## config.mk

```make
export PLATFORM = sky130hd
export DESIGN_NAME = frag_tx
export DESIGN_NICKNAME = d
export VERILOG_FILES = /design/src/rtl/frag_tx_pkg.sv /design/src/rtl/frag_csum.sv /design/src/rtl/frag_hdr.sv /design/src/rtl/frag_tx.sv
export SDC_FILE = /design/constraint.sdc
export NUM_CORES = 1
export LEC_CHECK = 0
export CAP_MARGIN = 40
export CORE_MARGIN = 1.5
export CORE_UTILIZATION = 45
export DETAILED_ROUTE_END_ITERATION = 6
export PLACE_DENSITY = 0.71
export SYNTH_ARGS = -nofsm -noshare
export SYNTH_HDL_FRONTEND = slang
export SYNTH_SLANG_ARGS = --single-unit
```

## constraint.sdc

```tcl
create_clock -name clk_i -period 13.7 [get_ports clk_i]
set_input_delay 1.37 -clock clk_i [delete_from_list [all_inputs] [get_ports clk_i]]
set_output_delay 1.37 -clock clk_i [all_outputs]
set_load 0.02 [all_outputs]
```

## src/rtl/frag_tx_pkg.sv

```systemverilog
package frag_tx_pkg;
    localparam int ADDR_W    = 16;
    localparam int CNT_W     = 16;
    localparam int OP_W      = 8;
    localparam int CMD_W     = OP_W + ADDR_W + CNT_W;
    localparam int HDR_BYTES = 10;
    localparam int RD_BIT    = 0;

    typedef enum logic [2:0] {
        ST_IDLE, ST_SEND, ST_CKHI, ST_CKLO, ST_ENDP
    } tx_st_e;

    typedef struct packed {
        logic [OP_W-1:0]   op;
        logic [ADDR_W-1:0] addr;
        logic [CNT_W-1:0]  cnt;
    } cmd_t;
endpackage

```

## src/rtl/frag_csum.sv

```systemverilog
module frag_csum (
    input  logic        clk_i,
    input  logic        rst_i,
    input  logic        clr_i,
    input  logic        en_i,
    input  logic [7:0]  byte_i,
    output logic [15:0] csum_o
);
    typedef struct packed {
        logic [15:0] sum;
        logic [7:0]  hi;
        logic        odd;
    } acc_t;

    acc_t acc_d, acc_q;

    function automatic logic [15:0] oc_add(input logic [15:0] a, input logic [15:0] b);
        logic [16:0] s;
        s = {1'b0, a} + {1'b0, b};
        return s[15:0] + {15'd0, s[16]};
    endfunction

    always_comb begin
        acc_d = acc_q;
        if (clr_i) begin
            acc_d = '0;
        end else if (en_i) begin
            if (!acc_q.odd) begin
                acc_d.hi  = byte_i;
                acc_d.odd = 1'b1;
            end else begin
                acc_d.sum = oc_add(acc_q.sum, {acc_q.hi, byte_i});
                acc_d.odd = 1'b0;
            end
        end
    end

    always_ff @(posedge clk_i) begin
        if (rst_i) acc_q <= '0;
        else       acc_q <= acc_d;
    end

    logic [15:0] total, inv;
    always_comb begin
        total  = acc_q.odd ? oc_add(acc_q.sum, {acc_q.hi, 8'h00}) : acc_q.sum;
        inv    = ~total;
        csum_o = (inv == 16'h0000) ? 16'hFFFF : inv;
    end


    clr_en_excl_chk: assert property (@(posedge clk_i) disable iff (rst_i)
        clr_i |-> !en_i);
endmodule

```

## src/rtl/frag_hdr.sv

```systemverilog
module frag_hdr (
    input  logic [3:0]  idx_i,
    input  logic        last_i,
    input  logic        has_data_i,
    input  logic [15:0] off_i,
    input  logic [15:0] len_i,
    input  logic [7:0]  op_i,
    input  logic [15:0] addr_i,
    input  logic [15:0] rem_i,
    output logic [7:0]  byte_o
);
    always_comb begin
        case (idx_i)
            4'd0:    byte_o = {6'd0, has_data_i, last_i};
            4'd1:    byte_o = off_i[15:8];
            4'd2:    byte_o = off_i[7:0];
            4'd3:    byte_o = len_i[15:8];
            4'd4:    byte_o = len_i[7:0];
            4'd5:    byte_o = op_i;
            4'd6:    byte_o = addr_i[15:8];
            4'd7:    byte_o = addr_i[7:0];
            4'd8:    byte_o = rem_i[15:8];
            4'd9:    byte_o = rem_i[7:0];
            default: byte_o = 8'h00;
        endcase
    end
endmodule

```

## src/rtl/frag_tx.sv

```systemverilog
module frag_tx
    import frag_tx_pkg::*;
#(
    parameter int MAX_PAY = 1472,
    parameter int RD_LAT  = 2
) (
    input  logic              clk_i,
    input  logic              rst_i,
    input  logic              cmd_empty_i,
    input  logic [CMD_W-1:0]  cmd_data_i,
    output logic              cmd_pop_o,
    output logic              mem_rd_en_o,
    output logic [ADDR_W-1:0] mem_addr_o,
    input  logic [7:0]        mem_rdata_i,
    output logic              tx_valid_o,
    output logic [7:0]        tx_data_o,
    output logic              tx_last_o
);
    localparam logic [CNT_W-1:0] MAX_L = CNT_W'(MAX_PAY);
    localparam logic [16:0]      HDR_L = 17'(HDR_BYTES);
    localparam logic [16:0]      LAT_L = 17'(RD_LAT);

    if (RD_LAT < 1 || RD_LAT > HDR_BYTES) begin : g_lat_bad
        $error("RD_LAT must lie between 1 and the header length");
    end

    typedef struct packed {
        tx_st_e            st;
        logic [OP_W-1:0]   op;
        logic [ADDR_W-1:0] addr;
        logic [CNT_W-1:0]  rem;
        logic [CNT_W-1:0]  off;
        logic [15:0]       pos;
        logic              tv;
        logic [7:0]        td;
        logic              tl;
    } reg_t;

    reg_t r_d, r_q;
    cmd_t cmd;
    assign cmd = cmd_t'(cmd_data_i);

    logic        has_data, is_last, more;
    logic [15:0] flen, last_pos;
    logic [16:0] ahead, rd_off;
    logic [7:0]  hdr_byte;
    logic [15:0] csum;
    logic        cs_en, cs_clr, pop;

    always_comb begin
        has_data = r_q.op[RD_BIT] && (r_q.rem != '0);
        flen     = !has_data ? 16'd0 : ((r_q.rem > MAX_L) ? MAX_L : r_q.rem);
        is_last  = !has_data || (r_q.rem <= MAX_L);
        more     = !is_last;
        last_pos = 16'(HDR_BYTES) + flen - 16'd1;
        ahead    = {1'b0, r_q.pos} + LAT_L;
        rd_off   = ahead - HDR_L;
    end

    frag_hdr u_hdr (
        .idx_i      (r_q.pos[3:0]),
        .last_i     (is_last),
        .has_data_i (has_data),
        .off_i      (r_q.off),
        .len_i      (flen),
        .op_i       (r_q.op),
        .addr_i     (r_q.addr),
        .rem_i      (r_q.rem),
        .byte_o     (hdr_byte)
    );

    // Fetch runs RD_LAT bytes ahead of the byte being loaded.
    assign mem_rd_en_o = (r_q.st == ST_SEND) && (ahead >= HDR_L) && (rd_off < {1'b0, flen});
    assign mem_addr_o  = r_q.addr + rd_off[15:0];

    always_comb begin
        r_d    = r_q;
        r_d.tv = 1'b0;
        r_d.tl = 1'b0;
        pop    = 1'b0;
        cs_en  = 1'b0;
        cs_clr = 1'b0;
        case (r_q.st)
            ST_IDLE: begin
                cs_clr = 1'b1;
                if (!cmd_empty_i) begin
                    pop      = 1'b1;
                    r_d.op   = cmd.op;
                    r_d.addr = cmd.addr;
                    r_d.rem  = cmd.cnt;
                    r_d.off  = '0;
                    r_d.pos  = '0;
                    r_d.st   = ST_SEND;
                end
            end
            ST_SEND: begin
                r_d.tv  = 1'b1;
                r_d.td  = (r_q.pos < 16'(HDR_BYTES)) ? hdr_byte : mem_rdata_i;
                cs_en   = 1'b1;
                r_d.pos = r_q.pos + 16'd1;
                if (r_q.pos == last_pos) r_d.st = ST_CKHI;
            end
            ST_CKHI: begin
                r_d.tv = 1'b1;
                r_d.td = csum[15:8];
                r_d.st = ST_CKLO;
            end
            ST_CKLO: begin
                r_d.tv = 1'b1;
                r_d.td = csum[7:0];
                r_d.tl = 1'b1;
                r_d.st = ST_ENDP;
            end
            ST_ENDP: begin
                cs_clr = 1'b1;
                if (more) begin
                    r_d.addr = r_q.addr + flen;
                    r_d.rem  = r_q.rem - flen;
                    r_d.off  = r_q.off + flen;
                    r_d.pos  = '0;
                    r_d.st   = ST_SEND;
                end else begin
                    r_d.st = ST_IDLE;
                end
            end
            default: r_d.st = ST_IDLE;
        endcase
    end

    always_ff @(posedge clk_i) begin
        if (rst_i) begin
            r_q    <= '0;
            r_q.st <= ST_IDLE;
        end else begin
            r_q <= r_d;
        end
    end

    frag_csum u_csum (
        .clk_i  (clk_i),
        .rst_i  (rst_i),
        .clr_i  (cs_clr),
        .en_i   (cs_en),
        .byte_i (r_d.td),
        .csum_o (csum)
    );

    assign cmd_pop_o  = pop;
    assign tx_valid_o = r_q.tv;
    assign tx_data_o  = r_q.td;
    assign tx_last_o  = r_q.tl;


    reset_quiet_chk: assert property (@(posedge clk_i) disable iff (rst_i)
        $fell(rst_i) |-> (!tx_valid_o && !mem_rd_en_o));

    pop_avail_chk: assert property (@(posedge clk_i) disable iff (rst_i)
        cmd_pop_o |-> !cmd_empty_i);

    last_valid_chk: assert property (@(posedge clk_i) disable iff (rst_i)
        tx_last_o |-> tx_valid_o);

    no_bubble_chk: assert property (@(posedge clk_i) disable iff (rst_i)
        (tx_valid_o && !tx_last_o) |=> tx_valid_o);

    frame_gap_chk: assert property (@(posedge clk_i) disable iff (rst_i)
        tx_last_o |=> !tx_valid_o);

    rd_no_pop_chk: assert property (@(posedge clk_i) disable iff (rst_i)
        mem_rd_en_o |-> !cmd_pop_o);
endmodule

```

# Yosys cells after proc, flatten, opt, wreduce, memory -nomap -nowiden
# Cells that the tools add are included.
# word_totals
ff_bits,110
out_inout_bits,28
# op_classes
addsub,13
order_cmp,5
eq_ne,17
muxes,20
n_bitwise,3
reduce_logical,19
# op_table
op,n
one-hot mux 48 bit (2 select lines),1
one-hot mux 8 bit (10 select lines),1
two-way mux 75 bit,1
two-way mux 16 bit,4
two-way mux 64 bit,1
adder 16 bit,3
one-hot mux 16 bit (3 select lines),1
adder 16 x 16 -> 17 bit,2
adder 16 x 1 -> 16 bit,2
one-hot mux 9 bit (3 select lines),1
"adder 16 x 2 -> 17 bit, second input constant",1
"greater-or-equal comparator 17 x 4 -> 1 bit, second input constant",1
less-than comparator 17 x 16 -> 1 bit,1
"subtractor 17 x 4 -> 17 bit, second input constant",1
"adder 16 x 1 -> 16 bit, second input constant",1
"adder 4 x 16 -> 16 bit, first input constant",1
equality test 16 bit,1
"equality test 4 x 3 -> 1 bit, second input constant",4
"greater-than comparator 16 x 11 -> 1 bit, second input constant",1
"less-or-equal comparator 16 x 11 -> 1 bit, second input constant",1
zero test 16 bit,1
"less-than comparator 16 x 4 -> 1 bit, second input constant",1
inverter 16 bit,1
nonzero test 16 bit,1
other kinds (25),43

# Depth between registers and ports, before layout
# Gate-level depths: netlist (run 1).
# depth
word_depth,9
ltp_mapped,34
depth_no_buf,34

# Cells and area by module
# From an unflattened synthesis (run 1), not the netlist that was laid out.
# unflattened
hier_cells,1527
area_unflattened_um2,11582.4
# by_module_without_submodules
module,n_inst,cells_each,area_each_um2
frag_tx,1,1040,8062.7
frag_csum,1,387,2808.9
frag_hdr,1,100,710.7

# Least setup slack after synthesis (run 1)
# No wires, ideal clock.
# synth_timing
path_type,flip-flop to flip-flop
start,register u_csum.acc_q[17] (netlist bit)
end,register u_csum.acc_q[19] (netlist bit)
arrival_time_ns,6.381
slack_ns,7.234
stages_incl_launch_ff,34
period_less_slack_ns,6.466
path_cell_list,dfxtp_1 ha_1 inv_1 fa_1 nand2b_1 o2bb2ai_1 o21ai_0 a21o_1 ha_1 ha_1 nand2_1 or4_1 a31oi_1 o211ai_1 a2111oi_0 nand4_1 o21ai_0 a311oi_1 nor2_1 ha_1 o21a_1 o21a_1 and4_1 a21boi_0 o21ai_0 a21o_1 ha_1 ha_1 and3_1 nand3_1 inv_1 and3_1 xnor2_1 a211oi_1
# synth_rtl
element,line,rtl
start: declaration,frag_csum.sv:15,"acc_t acc_d, acc_q;"
start signal: assignment,frag_csum.sv:39,if (rst_i) acc_q <= '0;
start signal: assignment,frag_csum.sv:40,else acc_q <= acc_d;

==> results of run 1 <==
## final cells by class
class / instances / area [um2] / share of cell area, %
timing repair buffer: 97 / 938 / 7.60
clock buffer: 9 / 225 / 1.82
multi-input combinational: 1262 / 8290 / 67.1
tap: 324 / 405 / 3.28
sequential: 110 / 2200 / 17.8
inverter: 52 / 195 / 1.58
clock inverter: 7 / 101 / 0.820
## cell usage in the layout, fill, tap and decap left out, drive strengths merged, types with 8 or more instances in the layout
cell / count
a22oi: 11
o21ai: 71
and3: 22
nand4: 20
or4: 8
nand2: 128
xnor2: 85
nand3: 41
inv: 53
nor2: 165
clkbuf: 9
a221oi: 9
conb: 17
buf: 20
and2: 9
o21bai: 8
a31oi: 23
nand2b: 12
nor2b: 21
o31ai: 9
a211oi: 39
xor2: 52
or3: 14
o211ai: 14
ha: 103
nor3b: 8
clkdlybuf4s50: 77
o21a: 22
dfxtp: 110
nor4: 12
nor3: 61
a21oi: 139
or2: 11
a21o: 24
## stage by stage
stage	setup slack, ns	hold WS [ns]	area, um2	std cells	power [mW]
after floorplan	7.23	0.436	11100	1515	0.545
after global placement	6.45	0.448	12000	1839	0.639
after detailed placement	6.29	0.455	12000	1845	0.643
after CTS	6.27	0.467	12400	1861	0.933
after global routing	5.55	0.483	12400	1861	0.978
final	6.13	0.466	12400	1861	0.931
## synthesized netlist by cell type, types with 9 or more instances
cell / count
sky130_fd_sc_hd__a211oi_1: 39
sky130_fd_sc_hd__a21o_1: 24
sky130_fd_sc_hd__a21oi_1: 139
sky130_fd_sc_hd__a221oi_1: 9
sky130_fd_sc_hd__a22oi_1: 11
sky130_fd_sc_hd__a31oi_1: 23
sky130_fd_sc_hd__and3_1: 22
sky130_fd_sc_hd__buf_4: 10
sky130_fd_sc_hd__clkbuf_1: 74
sky130_fd_sc_hd__dfxtp_1: 110
sky130_fd_sc_hd__ha_1: 103
sky130_fd_sc_hd__inv_1: 51
sky130_fd_sc_hd__nand2_1: 127
sky130_fd_sc_hd__nand2b_1: 12
sky130_fd_sc_hd__nand3_1: 41
sky130_fd_sc_hd__nand4_1: 20
sky130_fd_sc_hd__nor2_1: 165
sky130_fd_sc_hd__nor2b_1: 21
sky130_fd_sc_hd__nor3_1: 61
sky130_fd_sc_hd__nor4_1: 11
sky130_fd_sc_hd__o211ai_1: 14
sky130_fd_sc_hd__o21a_1: 22
sky130_fd_sc_hd__o21ai_0: 70
sky130_fd_sc_hd__o31ai_1: 9
sky130_fd_sc_hd__or2_2: 11
sky130_fd_sc_hd__or3_1: 14
sky130_fd_sc_hd__xnor2_1: 85
sky130_fd_sc_hd__xor2_1: 52
## power by group through the flow
stage | Sequential (mW) | Clock [mW] | Combinational [mW]
2_1_floorplan | 0.348 | 0 | 0.197
3_3_place_gp | 0.360 | 0 | 0.279
3_5_place_dp | 0.360 | 0 | 0.282
4_1_cts | 0.353 | 0.296 | 0.284
5_1_grt | 0.355 | 0.310 | 0.313
6_report | 0.354 | 0.292 | 0.286
## state kept, by name, indices dropped and copies added (netlist names)
signal and cells:
tx_data_o 8, tx_valid_o 1, r_q 75, u_csum.acc_q 25, tx_last_o 1
## logic make-up (layout without fill, tap and decap cells)
family          Yosys count  count (layout)  share of synthesized area [%]
compound gates          445             445                           26.3
xor+xnor                137             137                           10.9
fa+ha+maj               109             109                           12.8
buf+inv                 143             165                           5.24
flops                   110             110                           20.0
mux                       3               3                          0.284
other cells               2              17                         0.0682
simple gates            551             551                           24.4
## worst max-delay path, delay by kind of cell (launching register included)
family	cells	cell delay, ns
XOR/XNOR	1	0.12
AO/OA/AOI/OAI	13	2.94
flip-flops	1	0.37
adder cells (fa/ha/maj)	7	1.82
buffers and inverters	2	0.16
AND/OR/NAND/NOR	9	2.07
## worst paths after layout
kind,depth (start not counted),from,end,slack [ns]
max,32,u_csum.acc_q[17]$_SDFFE_PP0P_,u_csum.acc_q[19]$_SDFFE_PP0P_,6.13
min,2,r_q[76]$_SDFFE_PP0P_,r_q[76]$_SDFFE_PP0P_,0.47
max reg2reg,32,u_csum.acc_q[17]$_SDFFE_PP0P_,u_csum.acc_q[19]$_SDFFE_PP0P_,6.13
min reg2reg,2,r_q[76]$_SDFFE_PP0P_,r_q[76]$_SDFFE_PP0P_,0.47
## routing by layer
metal / up-vias / track usage, % / wire, um
met5: - / 0 / 0
met4: 0 / 10.3 / 1300
met3: 83 / 3.62 / 2360
met2: 441 / 45.3 / 16300
met1: 5327 / 38.9 / 16400
li1: 5500 / - / -
==> results.cfg, run 1 <==
[setup_path]
critPathCaptureType = flip-flop
required_ns = 13.99
crit_path_frequent_cell = sky130_fd_sc_hd__ha_1
critical_path_data_arrival_time_ns = 7.86
critical-path-max-stage-delay_ns = 0.54
worst-setup-path-type = reg -> reg
startpoint_type = flip-flop
cp_max_fo = 5
cp_slowest_cell = sky130_fd_sc_hd__or4_1

[sta]
final.setup.tns_ns = 0
period_needed_ns = 7.57
hold_violations = 0
timing.final.max_slew_violations = 0
fmax_mhz = 132
max_slew_margin_pct = 40.7
worst_max_slew_pin_slew_ns = 0.881
fin_crit_sh_pct = 55.3
rsz0062_at_grt = false
skew_ns = 0.0219
setup-violations-final = 0

[cts]
clock_path_buffers = 2
clockRootBuffer = sky130_fd_sc_hd__clkbuf_16
cts-htree-levels = 3
tritoncts = built
clkTransAtPathRegs_ns = 0.09
cts_num_sinks = 110
cts_post_setup_buffers_inserted = 0
clk-insertion-delay-late_ns = 0.37
hold_buffers = 0
numCtsBuffers = 9
resize_count_post_cts = 0

[routing]
route.detailed.wl_per_inst_um = 19.5
routed_vias = 11400
dr.first_iter.drc_count = 1041
wl_final_um = 36400
detail-route-antenna-nets = 0
remaining_drc_errors = 1
detail_route.first_pass.iterations = 7
route.detailed.vias_per_inst = 6.10

[synthesis]
synth-edff-count = 0
yosys_most_used_dff = sky130_fd_sc_hd__dfxtp_1
synthesis.area_um2 = 11000
synth_top_cell_area_share_pct = 20.0
netlist.top_cell.by_area = sky130_fd_sc_hd__dfxtp_1
synth_sequential_area_ratio_pct = 20.0
synthArstFlopShare_pct = 0
synthesis.yosys.warnings = 0
synth.ff_latch_count = 110
netlist_top_cells_area = sky130_fd_sc_hd__dfxtp_1 (20%), sky130_fd_sc_hd__ha_1 (12%), sky130_fd_sc_hd__xnor2_1 (6.8%), sky130_fd_sc_hd__a21oi_1 (6.3%), sky130_fd_sc_hd__nor2_1 (5.6%)
post_synth_inst_count = 1500
syn_avg_cell_area_um2 = 7.34
netlist-cell-type-count = 78

[power_and_ir_drop]
power_leakage_nw = 4.99
power_frac_seq_pct = 38.0
p_sw_share_pct = 34.9
irDropWorstVdd_mv = 0.0524
cellPowerDensity_nw_per_um2 = 75.4
power_report.internal_total_mw = 0.606
clkPwrFrac_pct = 31.3
share_comb_of_total_power_pct = 30.7
switching_power_mw = 0.325

[cells_and_area]
nNetsFinal = 1692
final_layout_size_suffix_gt1_share_pct = 3.77
synthToLayoutAreaGrowth_pct = 12.2
antenna_cells = 0
final.fill_count = 2357
fin_util_pct = 51.1

[grt]
wire_length_of_the_first_global_routing_pass_um = 57700
grt_pass1_vias = 10500
overall_overflow_remaining_after_global_route = 0
grt_util_all_layers_pct = 28.3
antenna_found_initial = 0
grt_start_max_net_pins = 56

[placement]
detailedPlacementHpwl_um = 28300
place_congestion = 0.964
placement.io_buffers = 78

[floorplanning]
die_height_um = 159
die_x_um = 159
io_pins = 79
die_area_um2 = 25400
fp.coreArea_um2 = 24200
core.rowCount = 57
initial_core_util_pct = 45.5

[job]
max_capacitance_violation_total = 0

[status]
result_of_the_run = complete, but fails checks
failed_checks = DRC

[min_path]
holdCritPathClass = reg -> reg
No activity file was read; power rests on OpenSTA's default activity.
==> run 2: changes to the inputs <==
clock period = 7.63 ns   (was 13.7 ns; I/O delays follow)
==> run 2 against run 1 <==
  * The flow still finishes with violations (DRC)
  * First-iteration DRC count grew 1.2%
  * Hold slack got worse by 0.0030 ns
  * Clock power is 91% higher
  * Cell area grew 1.1%
  * Final cell count grew 0.32%
  * Register-to-register slack lost 5.6 ns
  * Clock skew is 0.0042 ns higher
  * Worst setup slack lost 5.6 ns
  * Flip-flop and latch count is the same
  * Core utilization rose by 0.56 points
  * Non-clock buffer count up 6
  * Fmax grew 6.3%
==> results.cfg, run 2 (synthesis results as in run 1) <==
[status]
result_of_the_run = complete, but fails checks
failed_checks = DRC

[cts]
cts-htree-levels = 3
clkTransAtPathRegs_ns = 0.09
numCtsBuffers = 9
clockRootBuffer = sky130_fd_sc_hd__clkbuf_16
cts_num_sinks = 110
tritoncts = built
hold_buffers = 0
clk-insertion-delay-late_ns = 0.38
clock_path_buffers = 2

[routing]
remaining_drc_errors = 1
dr.first_iter.drc_count = 1054
route.detailed.vias_per_inst = 6.14
wl_final_um = 36900
routed_vias = 11500
route.detailed.wl_per_inst_um = 19.8
detail-route-antenna-nets = 0
detail_route.first_pass.iterations = 7

[grt]
overall_overflow_remaining_after_global_route = 0
grt_pass1_vias = 10700
antenna_found_initial = 0
globalRouteMet3Util_pct = 2.81
grt_util_all_layers_pct = 28.7
grt_start_max_net_pins = 61
top_usage_layer = met2
gr-usage-met2_pct = 46.3
met1_usage_pct = 40.0
wire_length_of_the_first_global_routing_pass_um = 58600

[job]
max_capacitance_violation_total = 0

[sta]
rsz0062_at_grt = false
period_needed_ns = 7.12
worst_hold_slack_ns = 0.463
hold_violations = 0
max_slew_margin_pct = 42.4
worst_max_slew_pin_slew_ns = 0.855
timing.final.max_slew_violations = 0
fin_crit_sh_pct = 93.3
final.setup.tns_ns = 0
fmax_mhz = 140
skew_ns = 0.0261
setup-violations-final = 0

[setup_path]
crit_path_frequent_cell = sky130_fd_sc_hd__ha_1
cp_max_fo = 5
critical-path-max-stage-delay_ns = 0.57
critical_path_data_arrival_time_ns = 7.41
required_ns = 7.92
worst-setup-path-type = reg -> reg
cp_slowest_cell = sky130_fd_sc_hd__or4_1
critPathCaptureType = flip-flop
startpoint_type = flip-flop

[cells_and_area]
synthToLayoutAreaGrowth_pct = 13.4
max_ffs_per_register = 75
antenna_cells = 0
fin_util_pct = 51.7
final_layout_size_suffix_gt1_share_pct = 5.18
nNetsFinal = 1698
top_register = r_q
most_frequent_cells_in_the_layout = sky130_fd_sc_hd__nor2_1 (165), sky130_fd_sc_hd__a21oi_1 (139), sky130_fd_sc_hd__nand2_1 (127)
final_common_cell = sky130_fd_sc_hd__nor2_1

[power_and_ir_drop]
irDropWorstVdd_mv = 0.0970
switching_power_mw = 0.586
p_sw_share_pct = 34.2
cellPowerDensity_nw_per_um2 = 137
share_comb_of_total_power_pct = 30.4
power_frac_seq_pct = 37.1
clkPwrFrac_pct = 32.5
power_leakage_nw = 5.03
power_report.internal_total_mw = 1.13

[floorplanning]
core.rowCount = 57
die_height_um = 159
initial_core_util_pct = 45.5
fp.coreArea_um2 = 24200
die_area_um2 = 25400
die_x_um = 159
io_pins = 79

[placement]
place_congestion = 0.989
detailedPlacementHpwl_um = 28500
placement.io_buffers = 78

[min_path]
holdCritPathClass = reg -> reg
==> run 2: repair_timing <==
action                                 4_1_cts  5_1_grt
endpoints found under the hold margin        0        0
setup endpoints to repair                    0       14
resized for setup                            0       22
setup buffers                                0        2
==> run 2: area by class of cell <==
class / instances / area, um2
flip-flops and latches: 110 / 2200
multi-input cells: 1262 / 8360
well taps: 324 / 405
fillers: 2352 / 11700
clock buffers: 10 / 239
clock inverters: 6 / 101
inverters: 52 / 195
repair buffers: 103 / 986
==> run 2: path summary, 6_finish.rpt <==
path / cells after the start / from / slack (ns) / to
min: 2 / r_q[76]$_SDFFE_PP0P_ / 0.46 / r_q[76]$_SDFFE_PP0P_
min reg2reg: 2 / r_q[76]$_SDFFE_PP0P_ / 0.46 / r_q[76]$_SDFFE_PP0P_
max reg2reg: 33 / u_csum.acc_q[1]$_SDFFE_PP0P_ / 0.51 / u_csum.acc_q[19]$_SDFFE_PP0P_
max: 33 / u_csum.acc_q[1]$_SDFFE_PP0P_ / 0.51 / u_csum.acc_q[19]$_SDFFE_PP0P_
==> run 2: metal layers <==
metal	vias to the layer above	part of all wire, %	wire length [um]
met2	427	45	16800
met4	0	3.0	1090
met5	-	0	0
met3	69	5.5	2030
met1	5451	46	17000
li1	5515	-	-
==> run 2: per-stage QoR <==
step | cell area (um2) | setup WS (ns) | cells | power [mW]
floorplan | 11100 | 1.16 | 1515 | 0.979
global placement | 12000 | 0.481 | 1844 | 1.15
detailed placement | 12100 | 0.175 | 1849 | 1.16
CTS | 12400 | 0.114 | 1865 | 1.71
global route | 12500 | 0.0175 | 1867 | 1.79
finish | 12500 | 0.507 | 1867 | 1.71
==> run 2: critical path, delay by kind of cell, from the launching register on <==
family / cells / cell delay, ns
adders and majority gates: 7 / 1.67
DFF: 1 / 0.36
buffers and inverters: 3 / 0.35
and+or+nand+nor: 9 / 2.07
xor gates and xnor gates: 1 / 0.12
AOI/OAI and AO/OA: 13 / 2.47
==> run 2: power groups by stage <==
stage                     combinational [mW]  sequential (mW)  clock (mW)
after floorplan                        0.353            0.626           0
after global placement                 0.501            0.647           0
after detailed placement               0.509            0.647           0
after CTS                              0.512            0.634       0.564
after global routing                   0.570            0.637       0.585
final                                  0.520            0.635       0.557
==> run 3: changes to the inputs <==
CORE_MARGIN = 1   (was 1.5)
==> run 3 against run 2 <==
  * Flip-flop and latch count unchanged
  * Cell area decreased by 1.2%
  * Highest routed layer is now met5
  * Largest power group unchanged
  * Critical path depth unchanged
  * The run now ends clean
  * Wire length decreased by 1.8%
  * Clock skew decreased by 0.012 ns
  * Core utilization increased by 0.27 points
  * Global-route usage increased by 0.86 points
  * Clock power decreased by 14%
  * First-iteration DRC count increased by 11%
  * Sequential power about the same
  * Clock-buffer cell count unchanged
==> results.cfg, run 3 (synthesis results as in run 1) <==
[cts]
cts-htree-levels = 3
clockRootBuffer = sky130_fd_sc_hd__clkbuf_16
tritoncts = built
cts_post_setup_buffers_inserted = 0
numCtsBuffers = 9
clkTransAtPathRegs_ns = 0.09
resize_count_post_cts = 0
hold_buffers = 0
clock_path_buffers = 2
clk-insertion-delay-late_ns = 0.37
cts_num_sinks = 110

[setup_path]
critical-path-max-stage-delay_ns = 0.56
worst-setup-path-type = reg -> reg
critPathCaptureType = flip-flop
critical_path_data_arrival_time_ns = 7.47
required_ns = 7.91
cp_max_fo = 5
cp_slowest_cell = sky130_fd_sc_hd__or4_1
crit_path_frequent_cell = sky130_fd_sc_hd__ha_1
startpoint_type = flip-flop

[grt]
wire_length_of_the_first_global_routing_pass_um = 57500
grt_util_all_layers_pct = 29.6
grt_pass1_vias = 10400
grt_start_max_net_pins = 63
antenna_found_initial = 1
overall_overflow_remaining_after_global_route = 0

[floorplanning]
core.rowCount = 56
fp.coreArea_um2 = 23800
die_area_um2 = 25100
die_x_um = 158
io_pins = 79
initial_core_util_pct = 46.3
die_height_um = 158

[cells_and_area]
final.fill_count = 2322
most_frequent_cells_in_the_layout = sky130_fd_sc_hd__nor2_1 (165), sky130_fd_sc_hd__a21oi_1 (139), sky130_fd_sc_hd__nand2_1 (126)
antenna_cells = 0
fin_util_pct = 51.9
final_common_cell = sky130_fd_sc_hd__nor2_1
max_ffs_per_register = 75
nNetsFinal = 1690
top_register = r_q
synthToLayoutAreaGrowth_pct = 12.0
final_layout_size_suffix_gt1_share_pct = 4.56

[sta]
fin_crit_sh_pct = 94.2
fmax_mhz = 139
worst_max_slew_pin_slew_ns = 0.891
final.setup.tns_ns = 0
worst_hold_slack_ns = 0.471
rsz0062_at_grt = false
period_needed_ns = 7.19
worst_slack_ns = 0.442
skew_ns = 0.0143
timing.final.max_slew_violations = 0
setup-violations-final = 0
max_slew_margin_pct = 40.5
hold_violations = 0

[placement]
placement.io_buffers = 78
post_place_setup_slack_ns = 0.133
place_congestion = 0.972
detailedPlacementHpwl_um = 28200

[routing]
dr.first_iter.drc_count = 1165
route.detailed.wl_per_inst_um = 19.5
remaining_drc_errors = 0
detail_route.first_pass.iterations = 7
wl_final_um = 36200
routed_vias = 11200
detail-route-antenna-nets = 0
route.detailed.vias_per_inst = 6.06

[power_and_ir_drop]
cellPowerDensity_nw_per_um2 = 132
irDropWorstVdd_mv = 0.0842
power_leakage_nw = 4.96

[status]
result_of_the_run = complete, no violations

[min_path]
holdCritPathClass = reg -> reg

[job]
max_capacitance_violation_total = 0
[run 3: changes by cell type in the layout (fill, tap and decap cells not counted), sizes merged]
cell / previous run / this run
clkinv: 2 / 4
buf: 26 / 18
bufinv: 2 / 0
[run 3: critical path, delay by kind of cell (launching register included)]
kind / cells / cell delay [ns]
and+or+nand+nor: 10 / 2.13
buffers and inverters: 3 / 0.23
AOI/OAI and AO/OA: 12 / 2.52
DFF: 1 / 0.38
adders and majority gates: 7 / 1.73
xor gates and xnor gates: 1 / 0.12
[run 3: path summary, 6_finish.rpt]
path	start	end	slack, ns	cells past startpoint
max	u_csum.acc_q[17]$_SDFFE_PP0P_	u_csum.acc_q[19]$_SDFFE_PP0P_	0.44	33
min	r_q[76]$_SDFFE_PP0P_	r_q[76]$_SDFFE_PP0P_	0.47	2
max reg2reg	u_csum.acc_q[17]$_SDFFE_PP0P_	u_csum.acc_q[19]$_SDFFE_PP0P_	0.44	33
min reg2reg	r_q[76]$_SDFFE_PP0P_	r_q[76]$_SDFFE_PP0P_	0.47	2
[run 3: report_power, final]
group	switching, mW	internal, mW	total, mW
Sequential	0.0409	0.595	0.636
Clock	0.249	0.229	0.478
Combinational	0.286	0.225	0.511
[run 3: metal layers]
metal / global-route usage (%) / wire length, um / vias up
met2: 48.0 / 16500 / 370
met3: 3.70 / 1970 / 71
met5: 0 / 12 / -
met1: 40.1 / 16700 / 5291
met4: 10.6 / 1100 / 2
li1: - / - / 5507
[run 3: final cells by class]
| class | instances | area [um2] | share of cell area, % |
|---|---|---|---|
| flip-flops and latches | 110 | 2200 | 17.9 |
| clock buffers | 10 | 229 | 1.86 |
| inverters | 52 | 195 | 1.58 |
| well taps | 319 | 399 | 3.24 |
| multi-input cells | 1262 | 8350 | 67.7 |
| clock inverters | 6 | 56.3 | 0.456 |
| repair buffers | 95 | 903 | 7.32 |
[run 3: metrics by stage]
stage | std cells | power (mW) | instance area (um2)
finish | 1854 | 1.62 | 12300
global route | 1854 | 1.70 | 12300
CTS | 1854 | 1.63 | 12300
detailed placement | 1838 | 1.15 | 12000
floorplan | 1515 | 0.979 | 11100
global placement | 1838 | 1.15 | 12000
